--- config.mk ---
export PLATFORM = sky130hd
export DESIGN_NAME = alu16_exec
export DESIGN_NICKNAME = d
export VERILOG_FILES = /design/src/rtl/alu16_pkg.sv /design/src/rtl/alu16_ctrl.sv /design/src/rtl/alu16_datapath.sv /design/src/rtl/alu16_exec.sv
export SDC_FILE = /design/constraint.sdc
export NUM_CORES = 1
export LEC_CHECK = 0
export BUFFER_PORTS_ARGS = -buffer_cell sky130_fd_sc_hd__buf_2
export CORE_MARGIN = 2
export CORE_UTILIZATION = 54
export CTS_BUF_LIST = sky130_fd_sc_hd__clkbuf_16
export CTS_CLUSTER_DIAMETER = 40
export DETAILED_ROUTE_END_ITERATION = 8
export PLACE_DENSITY = 0.84
export SLEW_MARGIN = 20
export SYNTH_ARGS = -nofsm -noshare
export SYNTH_HDL_FRONTEND = slang
export SYNTH_SLANG_ARGS = --single-unit
--- constraint.sdc ---
create_clock -name clk -period 1.25 [get_ports clk]
set_input_delay 0.0625 -clock clk [delete_from_list [all_inputs] [get_ports clk]]
set_output_delay 0.0625 -clock clk [all_outputs]
set_load 0.01 [all_outputs]
--- src/rtl/alu16_pkg.sv ---
package alu16_pkg;

  localparam int OPC_W = 4;

  typedef enum logic [OPC_W-1:0] {
    OPC_ADD   = 4'd0,
    OPC_SUB   = 4'd1,
    OPC_OR    = 4'd2,
    OPC_XOR   = 4'd3,
    OPC_AND   = 4'd4,
    OPC_NOT   = 4'd5,
    OPC_READ  = 4'd6,
    OPC_WRITE = 4'd7,
    OPC_LOAD  = 4'd8,
    OPC_CMP   = 4'd9,
    OPC_SHL   = 4'd10,
    OPC_SHR   = 4'd11,
    OPC_JMP   = 4'd12,
    OPC_JMPEQ = 4'd13,
    OPC_RSV0  = 4'd14,
    OPC_RSV1  = 4'd15
  } opcode_e;

  typedef enum logic [3:0] {
    SEL_ZERO,
    SEL_ADD,
    SEL_SUB,
    SEL_OR,
    SEL_XOR,
    SEL_AND,
    SEL_NOT,
    SEL_PASSA,
    SEL_LOAD,
    SEL_CMP,
    SEL_SHL,
    SEL_SHR
  } resSel_e;

  // Strobes from the control decode to the datapath
  typedef struct packed {
    resSel_e resSel;
    logic    wrReg;
    logic    jumpAlways;
    logic    jumpCond;
    logic    tgtImm;
    logic    cmpSigned;
    logic    loadHigh;
  } ctrlStrobes_t;

  // Status bit positions in the compare result
  localparam int CMP_EQ_BIT    = 0;
  localparam int CMP_GT_BIT    = 1;
  localparam int CMP_LT_BIT    = 2;
  localparam int CMP_AZERO_BIT = 3;
  localparam int CMP_BZERO_BIT = 4;
  localparam int CMP_BITS      = 5;

endpackage

--- src/rtl/alu16_ctrl.sv ---
module alu16_ctrl
  import alu16_pkg::*;
#(
  parameter int OP_W = OPC_W + 1
) (
  input  logic [OP_W-1:0] aluOp,
  output ctrlStrobes_t    strobes
);

  opcode_e opc;
  logic    modFlag;

  assign opc     = opcode_e'(aluOp[OP_W-1:1]);
  assign modFlag = aluOp[0];

  always_comb begin
    strobes            = '0;
    strobes.resSel     = SEL_ZERO;
    strobes.cmpSigned  = modFlag;
    strobes.loadHigh   = modFlag;
    strobes.tgtImm     = modFlag;
    unique case (opc)
      OPC_ADD:   begin strobes.resSel = SEL_ADD;   strobes.wrReg = 1'b1; end
      OPC_SUB:   begin strobes.resSel = SEL_SUB;   strobes.wrReg = 1'b1; end
      OPC_OR:    begin strobes.resSel = SEL_OR;    strobes.wrReg = 1'b1; end
      OPC_XOR:   begin strobes.resSel = SEL_XOR;   strobes.wrReg = 1'b1; end
      OPC_AND:   begin strobes.resSel = SEL_AND;   strobes.wrReg = 1'b1; end
      OPC_NOT:   begin strobes.resSel = SEL_NOT;   strobes.wrReg = 1'b1; end
      OPC_READ:  begin strobes.resSel = SEL_PASSA; strobes.wrReg = 1'b1; end
      OPC_WRITE: begin strobes.resSel = SEL_PASSA; end
      OPC_LOAD:  begin strobes.resSel = SEL_LOAD;  strobes.wrReg = 1'b1; end
      OPC_CMP:   begin strobes.resSel = SEL_CMP;   strobes.wrReg = 1'b1; end
      OPC_SHL:   begin strobes.resSel = SEL_SHL;   strobes.wrReg = 1'b1; end
      OPC_SHR:   begin strobes.resSel = SEL_SHR;   strobes.wrReg = 1'b1; end
      OPC_JMP:   begin strobes.jumpAlways = 1'b1; end
      OPC_JMPEQ: begin strobes.jumpCond = 1'b1; strobes.tgtImm = 1'b0; end
      default:   begin strobes.resSel = SEL_ZERO; end
    endcase
  end

endmodule

--- src/rtl/alu16_datapath.sv ---
module alu16_datapath
  import alu16_pkg::*;
#(
  parameter int DATA_W = 16
) (
  input  logic              clk,
  input  logic              rstN,
  input  logic              en,
  input  ctrlStrobes_t      strobes,
  input  logic [DATA_W-1:0] opA,
  input  logic [DATA_W-1:0] opB,
  input  logic [DATA_W-1:0] immVal,
  output logic [DATA_W-1:0] result,
  output logic              branchTaken,
  output logic [DATA_W-1:0] branchTarget,
  output logic              regWrite
);

  localparam int HALF_W = DATA_W / 2;
  localparam int SH_W   = $clog2(DATA_W);

  logic [SH_W-1:0]   shAmt;
  logic [DATA_W-1:0] loadVal;
  logic [DATA_W-1:0] cmpVal;
  logic [DATA_W-1:0] nextResult;
  logic [DATA_W-1:0] nextTarget;
  logic              nextTaken;
  logic              aGreater;
  logic              aLess;

  assign shAmt = opB[SH_W-1:0];

  assign loadVal = strobes.loadHigh ? {immVal[DATA_W-1:HALF_W], {HALF_W{1'b0}}}
                                    : {{(DATA_W-HALF_W){1'b0}}, immVal[HALF_W-1:0]};

  always_comb begin
    if (strobes.cmpSigned) begin
      aGreater = $signed(opA) > $signed(opB);
      aLess    = $signed(opA) < $signed(opB);
    end else begin
      aGreater = opA > opB;
      aLess    = opA < opB;
    end
    cmpVal                = '0;
    cmpVal[CMP_EQ_BIT]    = (opA == opB);
    cmpVal[CMP_GT_BIT]    = aGreater;
    cmpVal[CMP_LT_BIT]    = aLess;
    cmpVal[CMP_AZERO_BIT] = (opA == '0);
    cmpVal[CMP_BZERO_BIT] = (opB == '0);
  end

  always_comb begin
    unique case (strobes.resSel)
      SEL_ADD:   nextResult = opA + opB;
      SEL_SUB:   nextResult = opA - opB;
      SEL_OR:    nextResult = opA | opB;
      SEL_XOR:   nextResult = opA ^ opB;
      SEL_AND:   nextResult = opA & opB;
      SEL_NOT:   nextResult = ~opA;
      SEL_PASSA: nextResult = opA;
      SEL_LOAD:  nextResult = loadVal;
      SEL_CMP:   nextResult = cmpVal;
      SEL_SHL:   nextResult = opA << shAmt;
      SEL_SHR:   nextResult = opA >> shAmt;
      default:   nextResult = '0;
    endcase
  end

  assign nextTaken  = strobes.jumpAlways | (strobes.jumpCond & opB[CMP_EQ_BIT]);
  assign nextTarget = !nextTaken ? '0 : (strobes.tgtImm ? immVal : opA);

  always_ff @(posedge clk or negedge rstN) begin
    if (!rstN) begin
      result       <= '0;
      branchTaken  <= 1'b0;
      branchTarget <= '0;
      regWrite     <= 1'b0;
    end else if (en) begin
      result       <= nextResult;
      branchTaken  <= nextTaken;
      branchTarget <= nextTarget;
      regWrite     <= strobes.wrReg;
    end
  end

  AST_HOLD_IDLE: assert property (@(posedge clk) disable iff (!rstN)
    !en |=> ($stable(result) && $stable(branchTaken) && $stable(branchTarget) && $stable(regWrite)));

  AST_BRANCH_NO_WRITE: assert property (@(posedge clk) disable iff (!rstN)
    branchTaken |-> !regWrite);

  AST_TARGET_IDLE_ZERO: assert property (@(posedge clk) disable iff (!rstN)
    !branchTaken |-> (branchTarget == '0));

  AST_CMP_ONE_ORDER: assert property (@(posedge clk) disable iff (!rstN)
    (en && strobes.resSel == SEL_CMP) |=>
      ($onehot0(result[CMP_LT_BIT:CMP_EQ_BIT]) && (result[DATA_W-1:CMP_BITS] == '0)));

  AST_LOAD_ONE_LANE: assert property (@(posedge clk) disable iff (!rstN)
    (en && strobes.resSel == SEL_LOAD) |=>
      ((result[DATA_W-1:HALF_W] == '0) || (result[HALF_W-1:0] == '0)));

endmodule

--- src/rtl/alu16_exec.sv ---
module alu16_exec
  import alu16_pkg::*;
#(
  parameter int DATA_W = 16,
  localparam int OP_W  = OPC_W + 1
) (
  input  logic              clk,
  input  logic              rstN,
  input  logic              en,
  input  logic [OP_W-1:0]   aluOp,
  input  logic [DATA_W-1:0] opA,
  input  logic [DATA_W-1:0] opB,
  input  logic [DATA_W-1:0] immVal,
  output logic [DATA_W-1:0] result,
  output logic              branchTaken,
  output logic [DATA_W-1:0] branchTarget,
  output logic              regWrite
);

  ctrlStrobes_t strobes;

  alu16_ctrl #(.OP_W(OP_W)) u_ctrl (
    .aluOp   (aluOp),
    .strobes (strobes)
  );

  alu16_datapath #(.DATA_W(DATA_W)) u_datapath (
    .clk          (clk),
    .rstN         (rstN),
    .en           (en),
    .strobes      (strobes),
    .opA          (opA),
    .opB          (opB),
    .immVal       (immVal),
    .result       (result),
    .branchTaken  (branchTaken),
    .branchTarget (branchTarget),
    .regWrite     (regWrite)
  );

  AST_RESERVED_QUIET: assert property (@(posedge clk) disable iff (!rstN)
    (en && aluOp[OP_W-1:OP_W-3] == 3'b111) |=>
      ((result == '0) && !branchTaken && !regWrite));

  AST_JUMP_TAKEN: assert property (@(posedge clk) disable iff (!rstN)
    (en && aluOp[OP_W-1:1] == OPC_JMP) |=> branchTaken);

endmodule

==> results of run 1 <==
## routing by layer
| metal | global-route usage, % | GRT overflow |
|---|---|---|
| met5 | 34.4 | 0 |
| met4 | 82.1 | 49 |
| met3 | 62.8 | 1 |
| met2 | 93.4 | 52 |
| met1 | 79.6 | 2 |
## metrics by stage
| step | hold WS (ns) | area (um2) | setup slack [ns] |
|---|---|---|---|
| 2_1_floorplan | -0.233 | 6270 | -1.07 |
| 3_3_place_gp | 0.0112 | 8690 | -1.37 |
| 3_5_place_dp | 0.0339 | 8690 | -1.37 |
| 4_1_cts | 0.103 | 9600 | -0.917 |
## repair_timing
action                     4_1_cts
buffers inserted                10
hold endpoints to repair        15
setup endpoints to repair       29
resized for setup              119
cloned                           1
pin swaps                       46
hold buffers                     1
## kinds of logic after synthesis
family	count (synthesis)	synth area share, %
xor+xnor	9	1.32
buf+inv	118	8.52
mux	59	14.3
flops	34	14.2
compound gates	238	29.9
fa+ha+maj	54	11.5
simple gates	245	20.2
==> results.md, run 1 <==
* Outcome: stopped before the end
* Stopped at: global routing
* Run Error: [ERROR GRT-0116] Global routing finished with congestion. Check the congestion regions in the DRC Viewer.
* Top cells by area in the synthesized netlist: sky130_fd_sc_hd__dfrtp_1 (14%), sky130_fd_sc_hd__ha_1 (11%), sky130_fd_sc_hd__mux4_2 (7.9%)
* Detailed placer's ending HPWL at 23400 um
* Clock root buffer: sky130_fd_sc_hd__clkbuf_16
* First-pass GRT wire length at 69500 um
* Top cell type's share of synthesized area at between 10% and 20%
* Number of register bits inferred by synthesis at 34
* Flip-flop cell with the highest count after synthesis: sky130_fd_sc_hd__dfrtp_1
* Number of nets produced by synthesis at between 800 and 900
* Final weighted congestion in routability-driven placement at ~1.2
* Count leader, synth: sky130_fd_sc_hd__nor2_1
* Portion of the post-synthesis area used by sequential elements at 14.2%
* Distinct cells, synth at 82
* Aggregate global routing overflow at 104
* Effective utilization at floorplan at a little under three fifths
* GRT Resource Usage Total at ~79%
* Cell taking the most area after synthesis: sky130_fd_sc_hd__dfrtp_1
* Height of the die at approximately 110 um
* Number of warnings reported in the yosys synthesis log at 0
* Most used standard cells in the synthesized netlist: sky130_fd_sc_hd__nor2_1 (72), sky130_fd_sc_hd__nand2_1 (64), sky130_fd_sc_hd__ha_1 (52)
* Cell Count Post-Placement at ~1200
* # H-tree levels at 2
* Maximum number of buffers from clock root to sink at 2
* Site row count at 38
* Post-synthesis instance area at 5990 um2
* Number of enable flip-flop cells after synthesis at 0
* Chip width at 109 um
* I/O pins at 90
* Cell count after synthesis at 757
* Number of buffers inserted by port buffering at just under 90
* TritonCTS sink count at 34
* FFs w/ async S/R, synth at 100%
* Post-synthesis average cell area at about 7.9 um2
* Pin count of the biggest net entering global routing at 33
* Via count of the first global-routing pass at around 11000
* Number of clock buffers inserted by TritonCTS at 5
==> inputs of run 2 (changes only) <==
--- a/config.mk
+++ b/config.mk
@@ -7,11 +7,9 @@
 export LEC_CHECK = 0
 export BUFFER_PORTS_ARGS = -buffer_cell sky130_fd_sc_hd__buf_2
 export CORE_MARGIN = 2
-export CORE_UTILIZATION = 54
-export CTS_BUF_LIST = sky130_fd_sc_hd__clkbuf_16
-export CTS_CLUSTER_DIAMETER = 40
+export CORE_UTILIZATION = 40
 export DETAILED_ROUTE_END_ITERATION = 8
-export PLACE_DENSITY = 0.84
+export PLACE_DENSITY_LB_ADDON = 0.15
 export SLEW_MARGIN = 20
 export SYNTH_ARGS = -nofsm -noshare
 export SYNTH_HDL_FRONTEND = slang
==> constraint.sdc (replaced) <==
create_clock -name clk -period 1.62 [get_ports clk]
set_input_delay 0.081 -clock clk [delete_from_list [all_inputs] [get_ports clk]]
set_output_delay 0.081 -clock clk [all_outputs]
set_load 0.01 [all_outputs]
==> run 2 against run 1 <==
  * Area after synthesis unchanged
  * Synthesized cell count unchanged
  * The flow now finishes, with violations (negative setup slack)
==> results.md, run 2 <==
* Outcome: finished, violations left
* Violated checks: negative setup slack
* N_diodes at 0
* Count of endpoints failing setup in the final report at 16
* Maximum number of buffers from clock root to sink at 2
* Final antenna-violating net count at 0
* Layout fillers at between 1000 and 1500
* Routed length per instance at 24.7 um
* Final weighted congestion in routability-driven placement at roughly 1.1
* Slew Limit Fails at 0
* Proportion of power drawn by the clock network at between 20% and 30%
* Final count of hold timing violations at 0
* Initial drt markers at approximately 900
* Flip-flop cell with the highest count after synthesis: sky130_fd_sc_hd__dfrtp_1
* Leakage power figure at ~0.0046 uW
* Initial antenna violation count at 0
* Count leader, synth: sky130_fd_sc_hd__nor2_1
* Cell count after synthesis at between 700 and 800
* Overall die area at 16000 um2
* Clock latency of the later-clocked register in the worst-skew pair at roughly 0.29 ns
* First-pass GRT wire length at approximately 47000 um
* Top cell type's share of synthesized area at between 10% and 20%
* Height of the die at around 130 um
* Clock transition at the register clock pins on the worst setup and hold paths after CTS at roughly 0.06 ns
* Class of the tightest hold or removal check: in2reg
* Vias after detailed routing at slightly below 8000
* Area overhead of the layout relative to synthesis at 62.5%
* Critical path data arrival time at approximately 2.6 ns
* R2r setup slk at 0 ns
* Top cells by area in the synthesized netlist: sky130_fd_sc_hd__dfrtp_1 (14%), sky130_fd_sc_hd__ha_1 (11%), sky130_fd_sc_hd__mux4_2 (7.9%)
* First-pass iteration count of the detailed router at 6
* Post-synthesis instance area at between 5000 and 6000 um2
* Share of total power consumed by net switching at 39.1%
* Setup Skew at 0 ns
* Post-synthesis average cell area at between 7 and 8 um2
* Reg power frac at roughly 18%
* Final standard cell count with taps included and fillers excluded at 1276
* Worst vdd rail ir drop at approximately 0.00043 V
* Crit Path Max Fanout at 3
* Commonest non-fill, non-tap cell in the layout: sky130_fd_sc_hd__buf_4
* Most used standard cells in the synthesized netlist: sky130_fd_sc_hd__nor2_1 (72), sky130_fd_sc_hd__nand2_1 (64), sky130_fd_sc_hd__ha_1 (52)
* Post-route clock period utilization at 148%
* PwrDens at ~530 nW/um2
* Number of nets produced by synthesis at roughly 870
* Headroom to the max-slew limit at 48.4%
* Effective utilization at floorplan at between 40% and 50%
* Slew of the pin with the lowest slew margin at 0.774 ns
* NumNets Final at ~1200
* Number of warnings reported in the yosys synthesis log at 0
* Number of clock buffers inserted by TritonCTS at 5
* Internal power at about 3100 uW
* Share of layout cells above drive strength 1 at between 50 and 60%
* Unrepaired setup endpoints after global routing: yes
* Max-cap violations at 0
* Cell taking the most area after synthesis: sky130_fd_sc_hd__dfrtp_1
* Number of enable flip-flop cells after synthesis at 0
* GRT Resource Usage Total at 38.6%
* FFs w/ async S/R, synth at 100%
* CTS tree: built
* Chip width at 126 um
* Number of buffers inserted by port buffering at just under 90
* Number of DRC violations after detailed routing at 0
* Placeable core region at 14600 um2
* CP Launch Type: primary input
* Fmax at 0.417 GHz
* Largest regs: u_datapath.branchTarget x16, u_datapath.result x16
* CP Class: in2reg
* Commonest cells after routing, fill and taps aside: sky130_fd_sc_hd__buf_4 (273), sky130_fd_sc_hd__buf_2 (82), sky130_fd_sc_hd__nor2_1 (67)
* Power share of the combinational group at roughly 57%
* Total power consumption of the routed design at 5150 uW
* DRT Wirelength at between 30000 and 40000 um
* Distinct cells, synth at 82
* # H-tree levels at 2
* Pin count of the biggest net entering global routing at 35
* Final worst-path setup slack at -0.780 ns
* TritonCTS sink count at 34
* Via count of the first global-routing pass at roughly 7700
* Site row count at 44
* Aggregate global routing overflow at 0
* Final design utilization at ~67%
* Mean number of vias per cell at 6.21
* Kind of capture point of the worst setup path: flop
* Cell Count Post-Placement at around 1200
* Net switching power at a little over 2000 uW
* Number of register bits inferred by synthesis at 34
* Detailed placer's ending HPWL at around 25000 um
* Portion of the post-synthesis area used by sequential elements at between 10 and 15%
* I/O pins at 90
* Clock root buffer: sky130_fd_sc_hd__clkbuf_16
* Endpoint required time on the critical path at 1.80 ns
* Minimum period implied by the final worst setup slack at roughly 2.4 ns
* Sum of negative setup slack at -10.11 ns
-- run 2: final timing paths --
path                                                to  cells after the start                        from
max                               u_datapath.result[0]                     14                    aluOp[1]
min                        u_datapath.branchTarget[14]                      3                  immVal[14]
max reg2reg                      u_datapath.result[10]                      7       u_datapath.result[10]
min reg2reg                 u_datapath.branchTarget[9]                      1  u_datapath.branchTarget[9]
max in group asynchronous         u_datapath.result[3]                      2                        rstN
min in group asynchronous        u_datapath.result[11]                      2                        rstN
-- run 2: cells by family (layout without fill, tap and decap cells) --
| kind of cell | after synthesis | in the layout | synth area share [%] |
|---|---|---|---|
| and+or+nand+nor | 245 | 246 | 20.2 |
| AOI/OAI and AO/OA | 238 | 238 | 29.9 |
| buffers and inverters | 118 | 452 | 8.52 |
| muxes | 59 | 59 | 14.3 |
| adders and majority gates | 54 | 54 | 11.5 |
| DFF | 34 | 34 | 14.2 |
| xor gates and xnor gates | 9 | 9 | 1.32 |
-- run 2: layout make-up --
type / instances / area [um2] / share of cell area (%)
Timing Repair Buffer: 391 / 2950 / 30.3
Sequential cell: 34 / 851 / 8.73
Inverter: 53 / 210 / 2.16
Clock buffer: 5 / 125 / 1.28
Tap cell: 184 / 230 / 2.36
Multi-Input combinational cell: 606 / 5310 / 54.5
Clock inverter: 3 / 68.8 / 0.706
-- run 2: repair_timing --
action,in CTS,in global routing
gates resized for setup,105,45
hold endpoints to repair,34,0
cloned,2,0
hold buffers,1,0
setup endpoints to repair,16,16
pin swaps,67,43
buffers inserted,21,14
-- run 2: critical path: stages --
cell and delay, ns:
sky130_fd_sc_hd__buf_6 0.07, sky130_fd_sc_hd__and2_4 0.14, sky130_fd_sc_hd__nor2_2 0.04, sky130_fd_sc_hd__or2_4 0.24, sky130_fd_sc_hd__buf_4 0.14, sky130_fd_sc_hd__buf_6 0.11, sky130_fd_sc_hd__ha_4 0.15, sky130_fd_sc_hd__and3b_2 0.21
sky130_fd_sc_hd__a32oi_4 0.25, sky130_fd_sc_hd__or2b_4 0.19, sky130_fd_sc_hd__nor2_2 0.05, sky130_fd_sc_hd__a222oi_1 0.38, sky130_fd_sc_hd__nand4_1 0.26, sky130_fd_sc_hd__a22o_1 0.26
-- run 2: through the flow --
step / hold WS [ns] / area [um2] / worst slack (ns)
CTS: 0.119 / 9490 / -0.660
floorplan: -0.215 / 6160 / -0.722
detailed placement: 0.197 / 8620 / -1.15
global placement: 0.169 / 8620 / -1.16
global route: 0.132 / 9740 / -0.859
finish: 0.127 / 9740 / -0.780
-- run 2: power groups by stage --
stage               registers, uW  clock network (uW)  logic [uW]
finish                        939                1290        2930
global route                  945                1330        3070
CTS                           939                1280        2780
detailed placement            951                   0        2560
global placement              951                   0        2520
floorplan                     975                   0        1240
-- run 2: metal layers --
metal	vias to the layer above	global-route usage (%)	wire length [um]
li1	3508	-	-
met1	3870	54.0	13500
met2	467	62.0	14400
met3	80	4.34	2360
met4	0	13.2	1270
met5	-	0	0
Note: power is estimated with default switching activity, not from simulation.
==> inputs of run 3 (changes only) <==
--- a/config.mk
+++ b/config.mk
@@ -7,7 +7,7 @@
 export LEC_CHECK = 0
 export BUFFER_PORTS_ARGS = -buffer_cell sky130_fd_sc_hd__buf_2
 export CORE_MARGIN = 2
-export CORE_UTILIZATION = 40
+export CORE_UTILIZATION = 45
 export DETAILED_ROUTE_END_ITERATION = 8
 export PLACE_DENSITY_LB_ADDON = 0.15
 export SLEW_MARGIN = 20
==> run 3 against run 2 <==
  * The run still ends with negative setup slack left
  * Sequential power grew 0.5%
  * First-iteration DRC count rose by 6.0%
  * Global-route usage up 3.8 points
  * Highest routed layer unchanged
==> results.md, run 3 (same netlist as run 2, synthesis figures left out) <==
* Final count of hold timing violations at 0
* Clock latency of the later-clocked register in the worst-skew pair at approximately 0.28 ns
* GRT Resource Usage Total at between 40 and 50%
* Kind of capture point of the worst setup path: flop
* Cell Count Post-Placement at 1239
* Slowest cell delay on critical path at 0.44 ns
* Outcome: finished, violations left
* Clock root buffer: sky130_fd_sc_hd__clkbuf_16
* Site row count at 42
* Number of clock buffers inserted by TritonCTS at 5
* First-pass GRT wire length at between 40000 and 50000 um
* DRT Wirelength at ~31000 um
* Minimum period implied by the final worst setup slack at between 2 and 2.5 ns
* Initial antenna violation count at 0
* Commonest non-fill, non-tap cell in the layout: sky130_fd_sc_hd__buf_4
* Placeable core region at 13100 um2
* Routed length per instance at ~24 um
* PwrDens at around 530 nW/um2
* Area overhead of the layout relative to synthesis at 60.3%
* Endpoint required time on the critical path at about 1.8 ns
* N_diodes at 0
* Count of endpoints failing setup in the final report at 16
* Largest regs: u_datapath.branchTarget x16, u_datapath.result x16
* Headroom to the max-slew limit at between 50 and 60%
* Mean number of vias per cell at around 6.5
* Critical path data arrival time at roughly 2.5 ns
* Share of layout cells above drive strength 1 at about half
* Setup Skew at 0 ns
* Post-route cell area at between 9000 and 10000 um2
* Final design utilization at between 70% and 80%
* I/O pins at 90
* Critical-path top delay cell: sky130_fd_sc_hd__a2111o_1
* Post-Place Cell Area at about 8600 um2
* CP Class: in2reg
* Violated checks: negative setup slack
* Layout fillers at 1022
* Chip width at ~120 um
* Class of the tightest hold or removal check: in2reg
* Initial drt markers at 950
* Slew of the pin with the lowest slew margin at roughly 0.65 ns
* Final weighted congestion in routability-driven placement at 1.08
* Commonest cells after routing, fill and taps aside: sky130_fd_sc_hd__buf_4 (282), sky130_fd_sc_hd__buf_2 (86), sky130_fd_sc_hd__nor2_1 (67)
* Critical path, cell by cell: buf_6, and2_4, nor2_2, or2_4, ha_4, a2111o_1, o31ai_2, buf_4, and2_1, nand4_1, nand2_1, nor4_4, buf_4, o2bb2ai_1
* Number of DRC violations after detailed routing at 0
* Most common cell on crit path: sky130_fd_sc_hd__buf_4
* Final worst-path setup slack at -0.701 ns
* Vias after detailed routing at between 8000 and 9000
* Final antenna-violating net count at 0
* First-pass iteration count of the detailed router at 8
* Worst hold-check slack at around 0.13 ns
* Height of the die at 119 um
* Final standard cell count with taps included and fillers excluded at roughly 1300
* Overall die area at between 10000 and 15000 um2
* # H-tree levels at 2
* Worst vdd rail ir drop at 0.000504 V
* Clock transition at the register clock pins on the worst setup and hold paths after CTS at roughly 0.060 ns
* Max-cap violations at 0
* Leakage power figure at approximately 0.0046 uW
* Sum of negative setup slack at -9.49 ns
* TritonCTS sink count at 34
* Via count of the first global-routing pass at 7924
* Number of buffers inserted by port buffering at 89
* Detailed placer's ending HPWL at roughly 24000 um
* Effective utilization at floorplan at between 40% and 50%
* CP Launch Type: primary input
* Crit Path Max Fanout at 6
* Slew Limit Fails at 0
* Unrepaired setup endpoints after global routing: yes
* Pin count of the biggest net entering global routing at 35
* CTS tree: built
* NumNets Final at about 1200
* Fmax at 0.431 GHz
* Maximum number of buffers from clock root to sink at 2
* Aggregate global routing overflow at 0
* Post-route clock period utilization at 143%
==> run 3: cell types whose count changed in the layout (fill, tap and decap cells not counted), sizes merged <==
| cell | delta |
|---|---|
| nor2b | -1 |
| clkbuf | -1 |
| buf | +7 |
==> run 3: worst paths after layout <==
check                                           start  slack, ns  cells past startpoint                     endpoint
worst max-delay path                         aluOp[2]      -0.70                     14         u_datapath.result[4]
worst min-delay path                       immVal[11]       0.13                      3  u_datapath.branchTarget[11]
worst max register to register  u_datapath.result[11]       0.01                      7        u_datapath.result[11]
worst min register to register    u_datapath.regWrite       0.48                      1          u_datapath.regWrite
max in group asynchronous                        rstN       0.93                      3         u_datapath.result[2]
min in group asynchronous                        rstN       0.37                      3        u_datapath.result[11]
==> run 3: timing repair <==
item | CTS | global route
pin swaps | 46 | 31
endpoints found under the hold margin | 34 | 0
hold buffers | 1 | 0
buffers inserted | 23 | 5
gates resized for setup | 79 | 46
setup endpoints to repair | 16 | 19
==> run 3: critical path: cells and delay by family <==
kind | cells | cell delay [ns]
AO/OA/AOI/OAI | 3 | 0.67
AND/OR/NAND/NOR | 7 | 1.18
adder cells (fa/ha/maj) | 1 | 0.19
buffers and inverters | 3 | 0.41
==> run 3: routing by layer <==
layer	track usage (%)	up-vias	part of all wire, %	wire, um
li1	-	3520	-	-
met1	57.5	3929	39	12300
met2	67.6	633	45	13900
met3	6.70	137	10	3100
met4	17.0	0	5.9	1830
met5	0	-	0	0
==> run 3: report_power, final <==
| group | switching (uW) | internal, uW | leakage, uW |
|---|---|---|---|
| clock | 397 | 885 | 0.0000940 |
| sequential | 39.0 | 905 | 0.000462 |
| combinational | 1560 | 1350 | 0.00404 |
| total | 1990 | 3140 | 0.00459 |
==> run 3: final cells by class <==
cell class	count	area (um2)	share of cell area, %
Timing Repair Buffer	397	2900	30.2
Clock buffer	5	125	1.30
Clock inverter	3	68.8	0.717
Multi-Input combinational cell	605	5230	54.5
Sequential cell	34	851	8.86
Inverter	53	210	2.19
Tap cell	176	220	2.29
==> run 3: per-stage QoR <==
step                      worst slack, ns  total power, uW
after floorplan                    -0.722             2220
after global routing               -0.786             5290
after detailed placement            -1.17             3520
after global placement              -1.22             3470
after CTS                          -0.624             4950
final                              -0.701             5130
